[config.mk]
export PLATFORM = sky130hd
export DESIGN_NAME = serial_rx_unit
export DESIGN_NICKNAME = d
export VERILOG_FILES = /design/src/rtl/srx_pkg.sv /design/src/rtl/srx_tick.sv /design/src/rtl/srx_frame.sv /design/src/rtl/srx_queue.sv /design/src/rtl/serial_rx_unit.sv
export SDC_FILE = /design/constraint.sdc
export NUM_CORES = 1
export LEC_CHECK = 0
export CORE_MARGIN = 2
export CORE_UTILIZATION = 65
export CTS_BUF_LIST = sky130_fd_sc_hd__clkbuf_8
export DETAILED_ROUTE_END_ITERATION = 10
export HOLD_SLACK_MARGIN = 0.05
export PLACE_DENSITY = 0.85
export SLEW_MARGIN = 20
export SYNTH_ARGS = -nofsm -noshare
export SYNTH_HDL_FRONTEND = slang
export SYNTH_SLANG_ARGS = --single-unit
export TNS_END_PERCENT = 5
[constraint.sdc]
create_clock -name clk -period 6.3 [get_ports clk]
set_input_delay 0.63 -clock clk [delete_from_list [all_inputs] [get_ports clk]]
set_output_delay 0.63 -clock clk [all_outputs]
set_load 0.05 [all_outputs]
[src/rtl/srx_pkg.sv]
`timescale 1ns/1ps
package srx_pkg;
  // Stored word, most significant field first: valid, framing, parity, break, character
  typedef struct packed {
    logic       valid;
    logic       frame_err;
    logic       par_err;
    logic       brk;
    logic [7:0] data;
  } rx_entry_t;

  localparam int ENT_W = $bits(rx_entry_t);

  typedef enum logic [2:0] {
    FR_IDLE, FR_START, FR_DATA, FR_PAR, FR_STOP, FR_HOLD
  } frame_state_t;

  localparam int IRQ_OVF = 0;
  localparam int IRQ_THR = 1;
  localparam int IRQ_TMO = 2;
  localparam int IRQ_N   = 3;
endpackage

[src/rtl/srx_tick.sv]
`timescale 1ns/1ps
module srx_tick #(
  parameter int DIV_W = 16
) (
  input  logic             clk,
  input  logic             rst,
  input  logic             en,
  input  logic [DIV_W-1:0] div,
  output logic             tick
);
  logic [DIV_W-1:0] cnt;

  always_ff @(posedge clk) begin
    if (rst || !en) begin
      cnt  <= '0;
      tick <= 1'b0;
    end else if (cnt >= div) begin
      cnt  <= '0;
      tick <= 1'b1;
    end else begin
      cnt  <= cnt + 1'b1;
      tick <= 1'b0;
    end
  end
endmodule

[src/rtl/srx_frame.sv]
`timescale 1ns/1ps
module srx_frame
  import srx_pkg::*;
(
  input  logic       clk,
  input  logic       rst,
  input  logic       en,
  input  logic       tick,
  input  logic       rxd,
  input  logic [1:0] size,
  input  logic       par_en,
  input  logic       par_odd,
  output logic       ent_push,
  output rx_entry_t  ent
);
  frame_state_t st;
  logic [3:0]   os;
  logic [2:0]   bit_idx;
  logic [7:0]   sh;
  logic         par_acc;
  logic         par_bit;
  logic [2:0]   last_idx;

  assign last_idx = 3'(size) + 3'd4;

  always_ff @(posedge clk) begin
    if (rst || !en) begin
      st       <= FR_IDLE;
      os       <= '0;
      bit_idx  <= '0;
      sh       <= '0;
      par_acc  <= 1'b0;
      par_bit  <= 1'b0;
      ent_push <= 1'b0;
      ent      <= '0;
    end else begin
      ent_push <= 1'b0;
      if (tick) begin
        unique case (st)
          FR_IDLE: if (!rxd) begin
            st <= FR_START;
            os <= '0;
          end
          FR_START: begin
            if (os == 4'd7) begin
              os <= '0;
              if (!rxd) begin
                st      <= FR_DATA;
                bit_idx <= '0;
                sh      <= '0;
                par_acc <= 1'b0;
              end else begin
                st <= FR_IDLE;   // glitch rejected
              end
            end else begin
              os <= os + 1'b1;
            end
          end
          FR_DATA: begin
            if (os == 4'd15) begin
              os          <= '0;
              sh[bit_idx] <= rxd;
              par_acc     <= par_acc ^ rxd;
              if (bit_idx == last_idx) st <= par_en ? FR_PAR : FR_STOP;
              else bit_idx <= bit_idx + 1'b1;
            end else begin
              os <= os + 1'b1;
            end
          end
          FR_PAR: begin
            if (os == 4'd15) begin
              os      <= '0;
              par_bit <= rxd;
              st      <= FR_STOP;
            end else begin
              os <= os + 1'b1;
            end
          end
          FR_STOP: begin
            if (os == 4'd15) begin
              os            <= '0;
              ent_push      <= 1'b1;
              ent.valid     <= 1'b1;
              ent.data      <= sh;
              ent.frame_err <= !rxd;
              ent.par_err   <= par_en && (par_bit != (par_acc ^ par_odd));
              ent.brk       <= !rxd && (sh == 8'd0) && (!par_en || !par_bit);
              st            <= rxd ? FR_IDLE : FR_HOLD;
            end else begin
              os <= os + 1'b1;
            end
          end
          FR_HOLD: if (rxd) st <= FR_IDLE;   // wait for line release
          default: st <= FR_IDLE;
        endcase
      end
    end
  end

  // a character only completes while reception was enabled
  assert_push_needs_enable_R10: assert property (@(posedge clk) disable iff (rst)
    ent_push |-> $past(en));

  // every completed character is marked valid
  assert_push_marked_valid_R2: assert property (@(posedge clk) disable iff (rst)
    ent_push |-> ent.valid);
endmodule

[src/rtl/srx_queue.sv]
`timescale 1ns/1ps
module srx_queue #(
  parameter int DEPTH = 16,
  parameter int W     = 12
) (
  input  logic             clk,
  input  logic             rst,
  input  logic             clr,
  input  logic             push,
  input  logic [W-1:0]     wdata,
  input  logic             pop,
  output logic [W-1:0]     rdata,
  output logic [$clog2(DEPTH):0] level,
  output logic             full,
  output logic             empty
);
  localparam int AW = $clog2(DEPTH);

  logic [W-1:0]  mem [DEPTH];
  logic [AW-1:0] wr_ptr;
  logic [AW-1:0] rd_ptr;
  logic          do_push;
  logic          do_pop;

  assign full    = (level == (AW+1)'(DEPTH));
  assign empty   = (level == '0);
  assign do_push = push && !full;
  assign do_pop  = pop && !empty;

  always_ff @(posedge clk) begin
    if (do_push) mem[wr_ptr] <= wdata;
  end

  always_ff @(posedge clk) begin
    if (rst || clr) rdata <= '0;
    else if (pop)   rdata <= empty ? '0 : mem[rd_ptr];
  end

  always_ff @(posedge clk) begin
    if (rst || clr) begin
      wr_ptr <= '0;
      rd_ptr <= '0;
      level  <= '0;
    end else begin
      if (do_push) wr_ptr <= wr_ptr + 1'b1;
      if (do_pop)  rd_ptr <= rd_ptr + 1'b1;
      level <= level + (AW+1)'(do_push) - (AW+1)'(do_pop);
    end
  end

  // a push into a full queue is dropped
  assert_full_push_dropped_R7: assert property (@(posedge clk) disable iff (rst)
    (push && full && !pop && !clr) |=> full);

  // popping an empty queue leaves it empty
  assert_empty_pop_harmless_R6: assert property (@(posedge clk) disable iff (rst)
    (pop && empty && !push && !clr) |=> empty);
endmodule

[src/rtl/serial_rx_unit.sv]
`timescale 1ns/1ps
module serial_rx_unit #(
  parameter int DIV_W = 16,
  parameter int DEPTH = 16
) (
  input  logic             clk,
  input  logic             rst,
  input  logic             rxd,
  input  logic             ctl_we,
  input  logic [21:0]      ctl_wdata,
  input  logic             div_we,
  input  logic [DIV_W-1:0] div_wdata,
  input  logic             pop,
  output logic [11:0]      rd_data,
  output logic [2:0]       irq_raw,
  output logic             rx_not_empty,
  output logic             irq
);
  import srx_pkg::*;

  localparam int LVL_W = $clog2(DEPTH) + 1;

  // control fields
  logic [1:0]       size_q;
  logic             par_en_q, par_odd_q, rx_en_q, brg_en_q;
  logic [3:0]       tmo_cfg_q;
  logic [7:0]       thr_q;
  logic [IRQ_N-1:0] mask_q;
  logic [DIV_W-1:0] div_q;
  logic             fifo_clr;

  assign fifo_clr = ctl_we && ctl_wdata[6];

  always_ff @(posedge clk) begin
    if (rst) begin
      size_q <= '0; par_en_q <= 1'b0; par_odd_q <= 1'b0;
      rx_en_q <= 1'b0; brg_en_q <= 1'b0;
      tmo_cfg_q <= '0; thr_q <= '0; mask_q <= '0; div_q <= '0;
    end else begin
      if (ctl_we) begin
        size_q    <= ctl_wdata[1:0];
        par_en_q  <= ctl_wdata[2];
        par_odd_q <= ctl_wdata[3];
        rx_en_q   <= ctl_wdata[4];
        brg_en_q  <= ctl_wdata[5];
        tmo_cfg_q <= ctl_wdata[10:7];
        thr_q     <= ctl_wdata[18:11];
        mask_q    <= ctl_wdata[21:19];
      end
      if (div_we) div_q <= div_wdata;
    end
  end

  // line resynchronisation
  logic rxd_m, rxd_s;
  always_ff @(posedge clk) begin
    if (rst) begin
      rxd_m <= 1'b1;
      rxd_s <= 1'b1;
    end else begin
      rxd_m <= rxd;
      rxd_s <= rxd_m;
    end
  end

  logic tick;
  srx_tick #(.DIV_W(DIV_W)) u_tick (
    .clk(clk), .rst(rst), .en(brg_en_q), .div(div_q), .tick(tick)
  );

  logic      frm_push;
  rx_entry_t frm_ent;
  srx_frame u_frame (
    .clk(clk), .rst(rst), .en(rx_en_q && brg_en_q), .tick(tick), .rxd(rxd_s),
    .size(size_q), .par_en(par_en_q), .par_odd(par_odd_q),
    .ent_push(frm_push), .ent(frm_ent)
  );

  logic [LVL_W-1:0] fifo_level;
  logic             fifo_full, fifo_empty;
  logic [ENT_W-1:0] fifo_rdata;
  srx_queue #(.DEPTH(DEPTH), .W(ENT_W)) u_queue (
    .clk(clk), .rst(rst), .clr(fifo_clr), .push(frm_push), .wdata(frm_ent),
    .pop(pop), .rdata(fifo_rdata), .level(fifo_level),
    .full(fifo_full), .empty(fifo_empty)
  );

  assign rd_data = fifo_rdata;

  // sticky overflow
  logic ovf_q;
  always_ff @(posedge clk) begin
    if (rst || fifo_clr)           ovf_q <= 1'b0;
    else if (frm_push && fifo_full) ovf_q <= 1'b1;
  end

  // character-time timeout
  logic       pop_ev;
  logic [3:0] os_t, bit_t, chr_t;
  logic [3:0] frame_bits;
  logic       tmo_hit;

  assign pop_ev     = pop && !fifo_empty;
  assign frame_bits = 4'd7 + 4'(size_q) + 4'(par_en_q);

  always_ff @(posedge clk) begin
    if (rst || fifo_clr || frm_push || pop_ev) begin
      os_t <= '0; bit_t <= '0; chr_t <= '0; tmo_hit <= 1'b0;
    end else if (tick && !fifo_empty && (tmo_cfg_q != 4'd0) && !tmo_hit) begin
      if (os_t == 4'd15) begin
        os_t <= '0;
        if (bit_t == frame_bits - 4'd1) begin
          bit_t <= '0;
          if (chr_t == tmo_cfg_q - 4'd1) tmo_hit <= 1'b1;
          else chr_t <= chr_t + 1'b1;
        end else begin
          bit_t <= bit_t + 1'b1;
        end
      end else begin
        os_t <= os_t + 1'b1;
      end
    end
  end

  // registered status outputs
  logic [IRQ_N-1:0] raw_n;
  always_comb begin
    raw_n          = '0;
    raw_n[IRQ_OVF] = ovf_q;
    raw_n[IRQ_THR] = 9'(fifo_level) > 9'(thr_q);
    raw_n[IRQ_TMO] = tmo_hit;
  end

  always_ff @(posedge clk) begin
    if (rst) begin
      irq_raw      <= '0;
      irq          <= 1'b0;
      rx_not_empty <= 1'b0;
    end else begin
      irq_raw      <= raw_n;
      irq          <= |(raw_n & mask_q);
      rx_not_empty <= !fifo_empty;
    end
  end

  // overflow holds until a queue reset
  assert_ovf_sticky_R7: assert property (@(posedge clk) disable iff (rst)
    (ovf_q && !fifo_clr) |=> ovf_q);

  // timeout is only ever pending on a non-empty queue
  assert_tmo_needs_data_R9: assert property (@(posedge clk) disable iff (rst)
    tmo_hit |-> !fifo_empty);
endmodule

==> results of run 1 <==
-- state kept, by name (all words and copies together), names as in the netlist, 3 cells and up, named ones only --
| register | count |
|---|---|
| u_tick.cnt | 16 |
| u_queue.mem | 192 |
| thr_q | 8 |
| u_queue.wr_ptr | 4 |
| u_queue.rd_ptr | 4 |
| u_frame.ent | 12 |
| mask_q | 3 |
| irq_raw | 3 |
| u_frame.st | 3 |
| tmo_cfg_q | 4 |
| chr_t | 4 |
| u_queue.level | 5 |
| div_q | 16 |
| u_frame.sh | 8 |
| u_frame.bit_idx | 3 |
| u_frame.os | 4 |
| u_queue.rdata | 12 |
| os_t | 4 |
| bit_t | 4 |
-- final timing paths --
path / from / to / slack [ps]
setup / recovery: u_queue.level[2] / u_queue.level[4] / 3270
hold / removal: rxd_m / rxd_s / 410
setup reg to reg: u_queue.level[2] / u_queue.level[4] / 3270
hold reg to reg: rxd_m / rxd_s / 410
-- area by class of cell --
cell class	instances	area, µm²	share of cell area
inverters	43	161	0.0105
clock inverters	39	221	0.0144
clock buffers	54	743	0.0482
flip-flops and latches	329	8510	0.553
multi-input cells	582	4720	0.307
repair buffers	74	706	0.0458
well taps	270	338	0.0219
-- worst register-to-register path, cell delays in order, from the launching register on --
cell	delay, ps
sky130_fd_sc_hd__dfxtp_1	330
sky130_fd_sc_hd__inv_1	90
sky130_fd_sc_hd__ha_1	160
sky130_fd_sc_hd__nor4b_2	480
sky130_fd_sc_hd__nor2b_1	290
sky130_fd_sc_hd__ha_1	350
sky130_fd_sc_hd__inv_1	40
sky130_fd_sc_hd__ha_1	190
sky130_fd_sc_hd__inv_1	70
sky130_fd_sc_hd__fa_1	200
sky130_fd_sc_hd__inv_1	50
sky130_fd_sc_hd__a21oi_1	150
sky130_fd_sc_hd__nor2_1	60
sky130_fd_sc_hd__or3_1	350
sky130_fd_sc_hd__a21oi_1	150
-- cell usage after synthesis, types with 6 or more instances --
master	n
sky130_fd_sc_hd__nor2b_1	9
sky130_fd_sc_hd__nor3_1	13
sky130_fd_sc_hd__mux2i_1	68
sky130_fd_sc_hd__o21ai_0	30
sky130_fd_sc_hd__ha_1	41
sky130_fd_sc_hd__a211oi_1	11
sky130_fd_sc_hd__mux4_2	48
sky130_fd_sc_hd__nand3_1	20
sky130_fd_sc_hd__nor2_1	113
sky130_fd_sc_hd__a21oi_1	39
sky130_fd_sc_hd__nand4_1	8
sky130_fd_sc_hd__nand2_1	48
sky130_fd_sc_hd__dfxtp_1	137
sky130_fd_sc_hd__edfxtp_1	192
sky130_fd_sc_hd__nand2b_1	8
sky130_fd_sc_hd__clkbuf_1	33
sky130_fd_sc_hd__xor2_1	20
sky130_fd_sc_hd__or3_1	6
sky130_fd_sc_hd__inv_1	43
sky130_fd_sc_hd__a22oi_1	7
sky130_fd_sc_hd__a2bb2oi_1	12
sky130_fd_sc_hd__xnor2_1	17
-- per-stage QoR --
step                area, µm²  std cells
CTS                     15400       1391
global placement        14400       1297
global route            15400       1391
finish                  15400       1391
floorplan               13600       1001
detailed placement      14400       1298
-- cells by family (layout without fill, tap and decap cells) --
logic type / count (synthesis) / in the layout / share of synthesized area
adders and majority gates: 42 / 42 / 0.0392
AOI/OAI and AO/OA: 129 / 129 / 0.0634
and+or+nand+nor: 257 / 257 / 0.0889
muxes: 116 / 116 / 0.129
xor gates and xnor gates: 38 / 38 / 0.0255
DFF: 329 / 329 / 0.625
buffers and inverters: 90 / 210 / 0.0281
-- layer usage --
layer | part of all wire | vias up | global-route usage
met5 | 0 | - | 0
met4 | 0.018 | 0 | 0.0638
met3 | 0.057 | 40 | 0.0454
met2 | 0.51 | 260 | 0.431
met1 | 0.41 | 4028 | 0.313
li1 | - | 3863 | -
-- power by group through the flow --
stage                     Combinational [W]  Sequential [W]  Clock [W]
after floorplan                    0.000330         0.00247          0
after global placement             0.000517         0.00242          0
after detailed placement           0.000533         0.00242          0
after CTS                          0.000534         0.00238    0.00170
after global routing               0.000575         0.00238    0.00179
final                              0.000530         0.00237    0.00168
==> results.txt, run 1 <==
----------------------------------------------------
[Logic synthesis]
  Sequential-to-total area share from yosys stat ... 0.625
  Most used DFF post-synth ... sky130_fd_sc_hd__edfxtp_1
  Top area cells in the synthesized netlist ... sky130_fd_sc_hd__edfxtp_1 (42%), sky130_fd_sc_hd__dfxtp_1 (20%), sky130_fd_sc_hd__mux4_2 (7.9%)
  Post-synthesis sequential element count ... 329
  Warnings from Yosys ... 0
  Async set-reset flop share out of synthesis ... 0
  Post-Syn Area per Cell ... 13.6 µm²
  Leading area contributor after synthesis ... sky130_fd_sc_hd__edfxtp_1
  Number of instances in the synthesized netlist ... 1,001
  Post-Synthesis Net Count ... 1,087
  Post-synth top area share ... 0.424
  Post-synth EDFFs ... 192
  Synth Cell Area ... 0.0136 mm²
  Number of distinct library cells after synthesis ... 58

[Floorplanning]
  Initial standard-cell utilization of the core ... 0.668
  Area of the placeable core ... 0.0204 mm²
  Chip height ... 149 µm
  FP Rows ... 52
  Top-level I/O count ... 61
  Horizontal extent of the die ... 149 µm
  Die Outline Area ... 0.0221 mm²

[Global routing]
  Number of global-route vias before repair ... 8,491
  Antenna violations before repair ... 0
  Total track usage ... 0.244
  Sum of overflow across all layers after global routing ... 0
  Pin count of the biggest net entering global routing ... 49
  Wire length of the first global-routing pass ... 42,000 µm

[Final layout]
  Area added between synthesis and finish ... 13.2%
  Number of nets in the final layout ... 1,166
  Post-layout util ... 0.756
  Number of fillers in the final layout ... 1,210
  Antenna Cells ... 0
  Share of layout cells above drive strength 1 ... 0.130
  Commonest non-fill, non-tap cells in the layout ... sky130_fd_sc_hd__edfxtp_1 (192), sky130_fd_sc_hd__dfxtp_1 (135), sky130_fd_sc_hd__nor2_1 (109)
  Most common cell after layout, fill and taps aside ... sky130_fd_sc_hd__edfxtp_1

[CTS]
  Setup repair bufs after CTS ... 0
  Clock-pin slew of the registers on the worst-case setup and hold paths ... 60 ps
  Count of H-tree levels built during CTS ... 2
  Number of buffers inserted during clock tree synthesis ... 50
  Cell at the root of the clock tree ... sky130_fd_sc_hd__clkbuf_8
  CTS tree ... done
  Max Buffers Root-to-Sink ... 3
  Count of cells resized by post-cts repair ... 0
  Hold Buf Count CTS ... 0
  Clock latency of the later-clocked register in the worst-skew pair ... 580 ps
  Sinks on Clock Net ... 329

[STA]
  Final-report setup violation count ... 0
  Max-slew violation count ... 0
  Period minus WS final ... 3030 ps
  Max Freq ... 330 MHz
  Final clock period utilization by the worst path ... 0.480
  Hold Slack ... 414 ps
  Total Negative Setup Slacks ... 0 ps
  Setup repair after global routing missed its margin ... no
  Slew of the pin with the lowest slew margin ... 1050 ps
  Worst clock skew ... 19.2 ps
  Max-Slew Margin vs Limit ... 0.294
  Least setup slack across all paths after layout ... 3270 ps
  Count of endpoints failing hold in the final timing report ... 0

[Drt]
  Count of TritonRoute iterations in the first routing pass ... 5
  DRC marker count from the first detailed-route iteration ... 572
  Detailed-route DRC error count ... 0
  Detailed-route via count ... 8,191
  Drt total wl ... 25,900 µm
  Count of nets left with antenna violations after detail routing ... 0
  Drt via density ... 5.89
  Routed WL per cell ... 18.6 µm

[Worst setup path]
  Depth of the worst register-to-register path ... 14
  Top cell family by delay on the critical path ... simple AND/OR/NAND/NOR gates
  Arrival time of the worst setup path ... 3520 ps
  Ordered cell list for the critical path ... inv_1 -> ha_1 -> nor4b_2 -> nor2b_1 -> ha_1 -> inv_1 -> ha_1 -> inv_1 -> fa_1 -> inv_1 -> a21oi_1 -> nor2_1 -> or3_1 -> a21oi_1
  Worst EP required ... 6800 ps
  Crit path buffers/inverters ... 4
  Most repeated library cell on the critical path ... sky130_fd_sc_hd__inv_1
  Crit-path max FO ... 8
  Critical path startpoint category ... register
  Largest stage delay on the critical path ... 480 ps
  Type of element capturing the critical path ... register
  CP max stage cell ... sky130_fd_sc_hd__nor4b_2
  Category of the critical setup timing path ... register to register
  Path length in cells of the critical path ... 14

[Min path]
  Cell count of the worst hold path ... 1
  Class of the worst hold path ... register to register

[Placed design]
  Detail Placement HPWL ... 16,800 µm
  Input/output buffers ... 60
  Placer congestion estimate ... 0.834
  Setup slack at placement ... 3090 ps

[Power]
  Power Dens Cells ... 297 mW/mm²
  Internal power of the cells ... 0.00342 W
  Peak supply drop ... 0.192 mV
  Static leakage ... 4.84 nW
  Sw Pwr ... 0.00116 W
  Gate power share ... 0.116
  Switching part of the total power ... 0.252
  Total power consumption of the routed design ... 0.00458 W
  Seq pwr share ... 0.518
  Power share of the clock group ... 0.366

[Flow run]
  Maximum capacitance violations ... 0

[Status]
  Outcome ... finished clean

----------------------------------------------------
(Power assumes the default switching activity.)
==> run 2: changes to the inputs <==
--- a/config.mk
+++ b/config.mk
@@ -6,11 +6,11 @@
 export NUM_CORES = 1
 export LEC_CHECK = 0
 export CORE_MARGIN = 2
-export CORE_UTILIZATION = 65
+export CORE_UTILIZATION = 63
 export CTS_BUF_LIST = sky130_fd_sc_hd__clkbuf_8
 export DETAILED_ROUTE_END_ITERATION = 10
 export HOLD_SLACK_MARGIN = 0.05
-export PLACE_DENSITY = 0.85
+export PLACE_DENSITY = 0.83
 export SLEW_MARGIN = 20
 export SYNTH_ARGS = -nofsm -noshare
 export SYNTH_HDL_FRONTEND = slang
==> constraint.sdc (replaced) <==
create_clock -name clk -period 3.14 [get_ports clk]
set_input_delay 0.314 -clock clk [delete_from_list [all_inputs] [get_ports clk]]
set_output_delay 0.314 -clock clk [all_outputs]
set_load 0.05 [all_outputs]
==> run 2 against run 1 <==
Against the previous run: wire length increased by 6.7%; cell count increased by 1.6%; critical path depth unchanged; worst setup slack got worse by 3000 ps; combinational power increased by 120%; first-iteration DRC count decreased by 11%; power increased by 110%; clock power increased by 130%; hold slack got worse by 98 ps; non-clock buffer count increased by 14; sequential power increased by 99%.
==> results.txt, run 2 (synthesis gave the netlist of run 1 again) <==
----------------------------------------------------
[STA]
  Slew of the pin with the lowest slew margin ... 946 ps
  Count of endpoints failing hold in the final timing report ... 0
  Least setup slack across all paths after layout ... 237 ps
  Max-Slew Margin vs Limit ... 0.367
  Max-slew violation count ... 0
  Final clock period utilization by the worst path ... 0.924
  Max Freq ... 344 MHz
  Setup repair after global routing missed its margin ... no
  Final-report setup violation count ... 0
  Worst clock skew ... 23.4 ps
  Total Negative Setup Slacks ... 0 ps
  Period minus WS final ... 2900 ps

[Global routing]
  Sum of overflow across all layers after global routing ... 0
  Antenna violations before repair ... 0
  Wire length of the first global-routing pass ... 44,000 µm
  Number of global-route vias before repair ... 8,329
  Total track usage ... 0.252
  Pin count of the biggest net entering global routing ... 49

[Power]
  Power share of the clock group ... 0.393
  Gate power share ... 0.119
  Sw Pwr ... 0.00239 W
  Total power consumption of the routed design ... 0.00968 W
  Static leakage ... 4.95 nW
  Power Dens Cells ... 618 mW/mm²
  Switching part of the total power ... 0.247
  Internal power of the cells ... 0.00729 W
  Peak supply drop ... 0.373 mV
  Seq pwr share ... 0.488

[Final layout]
  Most common cell after layout, fill and taps aside ... sky130_fd_sc_hd__edfxtp_1
  Largest register by flop count ... u_queue.mem
  Share of layout cells above drive strength 1 ... 0.144
  Cell area after layout ... 0.0157 mm²
  Area added between synthesis and finish ... 15.3%
  Registers with the most flip-flops ... u_queue.mem: 192 flops, div_q: 16 flops, u_tick.cnt: 16 flops
  Commonest non-fill, non-tap cells in the layout ... sky130_fd_sc_hd__edfxtp_1 (192), sky130_fd_sc_hd__dfxtp_1 (135), sky130_fd_sc_hd__nor2_1 (113)
  Final std cells w/o fill ... 1,413
  Flip-flop count of the largest register, all copies and words added ... 192
  Number of nets in the final layout ... 1,181
  Number of fillers in the final layout ... 1,306
  Antenna Cells ... 0

[Worst setup path]
  Top cell family by delay on the critical path ... simple AND/OR/NAND/NOR gates
  Crit path buffers/inverters ... 4
  Ordered cell list for the critical path ... inv_1 -> ha_1 -> nor4b_2 -> nor2b_1 -> ha_1 -> inv_1 -> ha_1 -> inv_1 -> fa_1 -> inv_1 -> a21oi_1 -> nor2_1 -> or3_1 -> a21oi_1
  Arrival time of the worst setup path ... 3400 ps
  Worst EP required ... 3640 ps
  Category of the critical setup timing path ... register to register
  Most repeated library cell on the critical path ... sky130_fd_sc_hd__inv_1
  Critical path startpoint category ... register
  Crit-path max FO ... 3
  Largest stage delay on the critical path ... 460 ps
  Type of element capturing the critical path ... register
  CP max stage cell ... sky130_fd_sc_hd__nor4b_2

[Floorplanning]
  FP Rows ... 53
  Initial standard-cell utilization of the core ... 0.645
  Area of the placeable core ... 0.0211 mm²
  Top-level I/O count ... 61
  Chip height ... 151 µm
  Die Outline Area ... 0.0228 mm²
  Horizontal extent of the die ... 151 µm

[Drt]
  DRC marker count from the first detailed-route iteration ... 509
  Routed WL per cell ... 19.5 µm
  Detailed-route via count ... 8,327
  Count of nets left with antenna violations after detail routing ... 0
  Met2 Routed Length ... 14,200 µm
  Routed wl met3 ... 1640 µm
  Drt via density ... 5.89
  Drt total wl ... 27,600 µm
  Count of TritonRoute iterations in the first routing pass ... 6
  Detailed-route DRC error count ... 0
  Met1 WL ... 11,200 µm
  Top Layer Used ... met4

[Placed design]
  Placer congestion estimate ... 0.808
  Number of placed instances, taps included ... 1,317
  Setup slack at placement ... 400 ps
  Input/output buffers ... 60
  Detail Placement HPWL ... 17,400 µm
  Placed standard-cell area ... 0.0146 mm²

[Min path]
  Class of the worst hold path ... input pin to register

[CTS]
  Hold Buf Count CTS ... 0
  Clock latency of the later-clocked register in the worst-skew pair ... 580 ps
  Clock-pin slew of the registers on the worst-case setup and hold paths ... 60 ps
  Count of H-tree levels built during CTS ... 2
  Cell at the root of the clock tree ... sky130_fd_sc_hd__clkbuf_8
  Setup repair bufs after CTS ... 0
  CTS tree ... done
  Sinks on Clock Net ... 329
  Max Buffers Root-to-Sink ... 3
  Number of buffers inserted during clock tree synthesis ... 51
  Count of cells resized by post-cts repair ... 0

[Status]
  Outcome ... finished clean

[Flow run]
  Maximum capacitance violations ... 0

----------------------------------------------------
-- run 2: cell count changes in the layout (fill, tap and decap cells not counted), sizes merged --
cell,change
bufinv,+3
inv,-9
clkinv,+1
clkbuf,+6
clkinvlp,+2
buf,+14
-- run 2: layout make-up --
cell class | count | area (µm²) | area share
multi-input combinational | 582 | 4710 | 0.301
sequential | 329 | 8510 | 0.543
tap | 275 | 344 | 0.0219
clock buffer | 60 | 826 | 0.0527
inverter | 43 | 161 | 0.0103
clock inverter | 36 | 289 | 0.0184
timing repair buffer | 88 | 836 | 0.0533
-- run 2: power by group through the flow --
stage          combinational (W)  sequential [W]  clock, W
3_5_place_dp             0.00114         0.00481         0
3_3_place_gp             0.00112         0.00481         0
5_1_grt                  0.00126         0.00473   0.00406
4_1_cts                  0.00116         0.00472   0.00387
2_1_floorplan           0.000663         0.00495         0
6_report                 0.00115         0.00472   0.00381
-- run 2: routing by layer --
metal  vias to the layer above  GRT usage
met5                         -          0
li1                       3899          -
met4                         0     0.0799
met1                      4101      0.322
met3                        50     0.0470
met2                       277      0.438
-- run 2: path summary, 6_finish.rpt --
path                          from               end  slack [ps]  cells after the start
hold reg to reg              rxd_m             rxd_s         410                      1
setup reg to reg  u_queue.level[2]  u_queue.level[4]         240                     14
hold / removal                 rxd             rxd_m         320                      2
setup / recovery  u_queue.level[2]  u_queue.level[4]         240                     14
-- run 2: worst register-to-register path: stages (launching register included) --
cell and delay [ps]:
sky130_fd_sc_hd__dfxtp_1 330, sky130_fd_sc_hd__inv_1 90, sky130_fd_sc_hd__ha_1 180, sky130_fd_sc_hd__nor4b_2 460, sky130_fd_sc_hd__nor2b_1 180, sky130_fd_sc_hd__ha_1 310
sky130_fd_sc_hd__inv_1 40, sky130_fd_sc_hd__ha_1 200, sky130_fd_sc_hd__inv_1 70, sky130_fd_sc_hd__fa_1 190, sky130_fd_sc_hd__inv_1 50, sky130_fd_sc_hd__a21oi_1 130
sky130_fd_sc_hd__nor2_1 60, sky130_fd_sc_hd__or3_1 350, sky130_fd_sc_hd__a21oi_1 170
-- run 2: metrics by stage --
step,hold slack (ps),util
3_3_place_gp,393,0.691
6_report,316,0.744
5_1_grt,292,0.744
2_1_floorplan,389,-
3_5_place_dp,398,0.691
4_1_cts,291,0.744
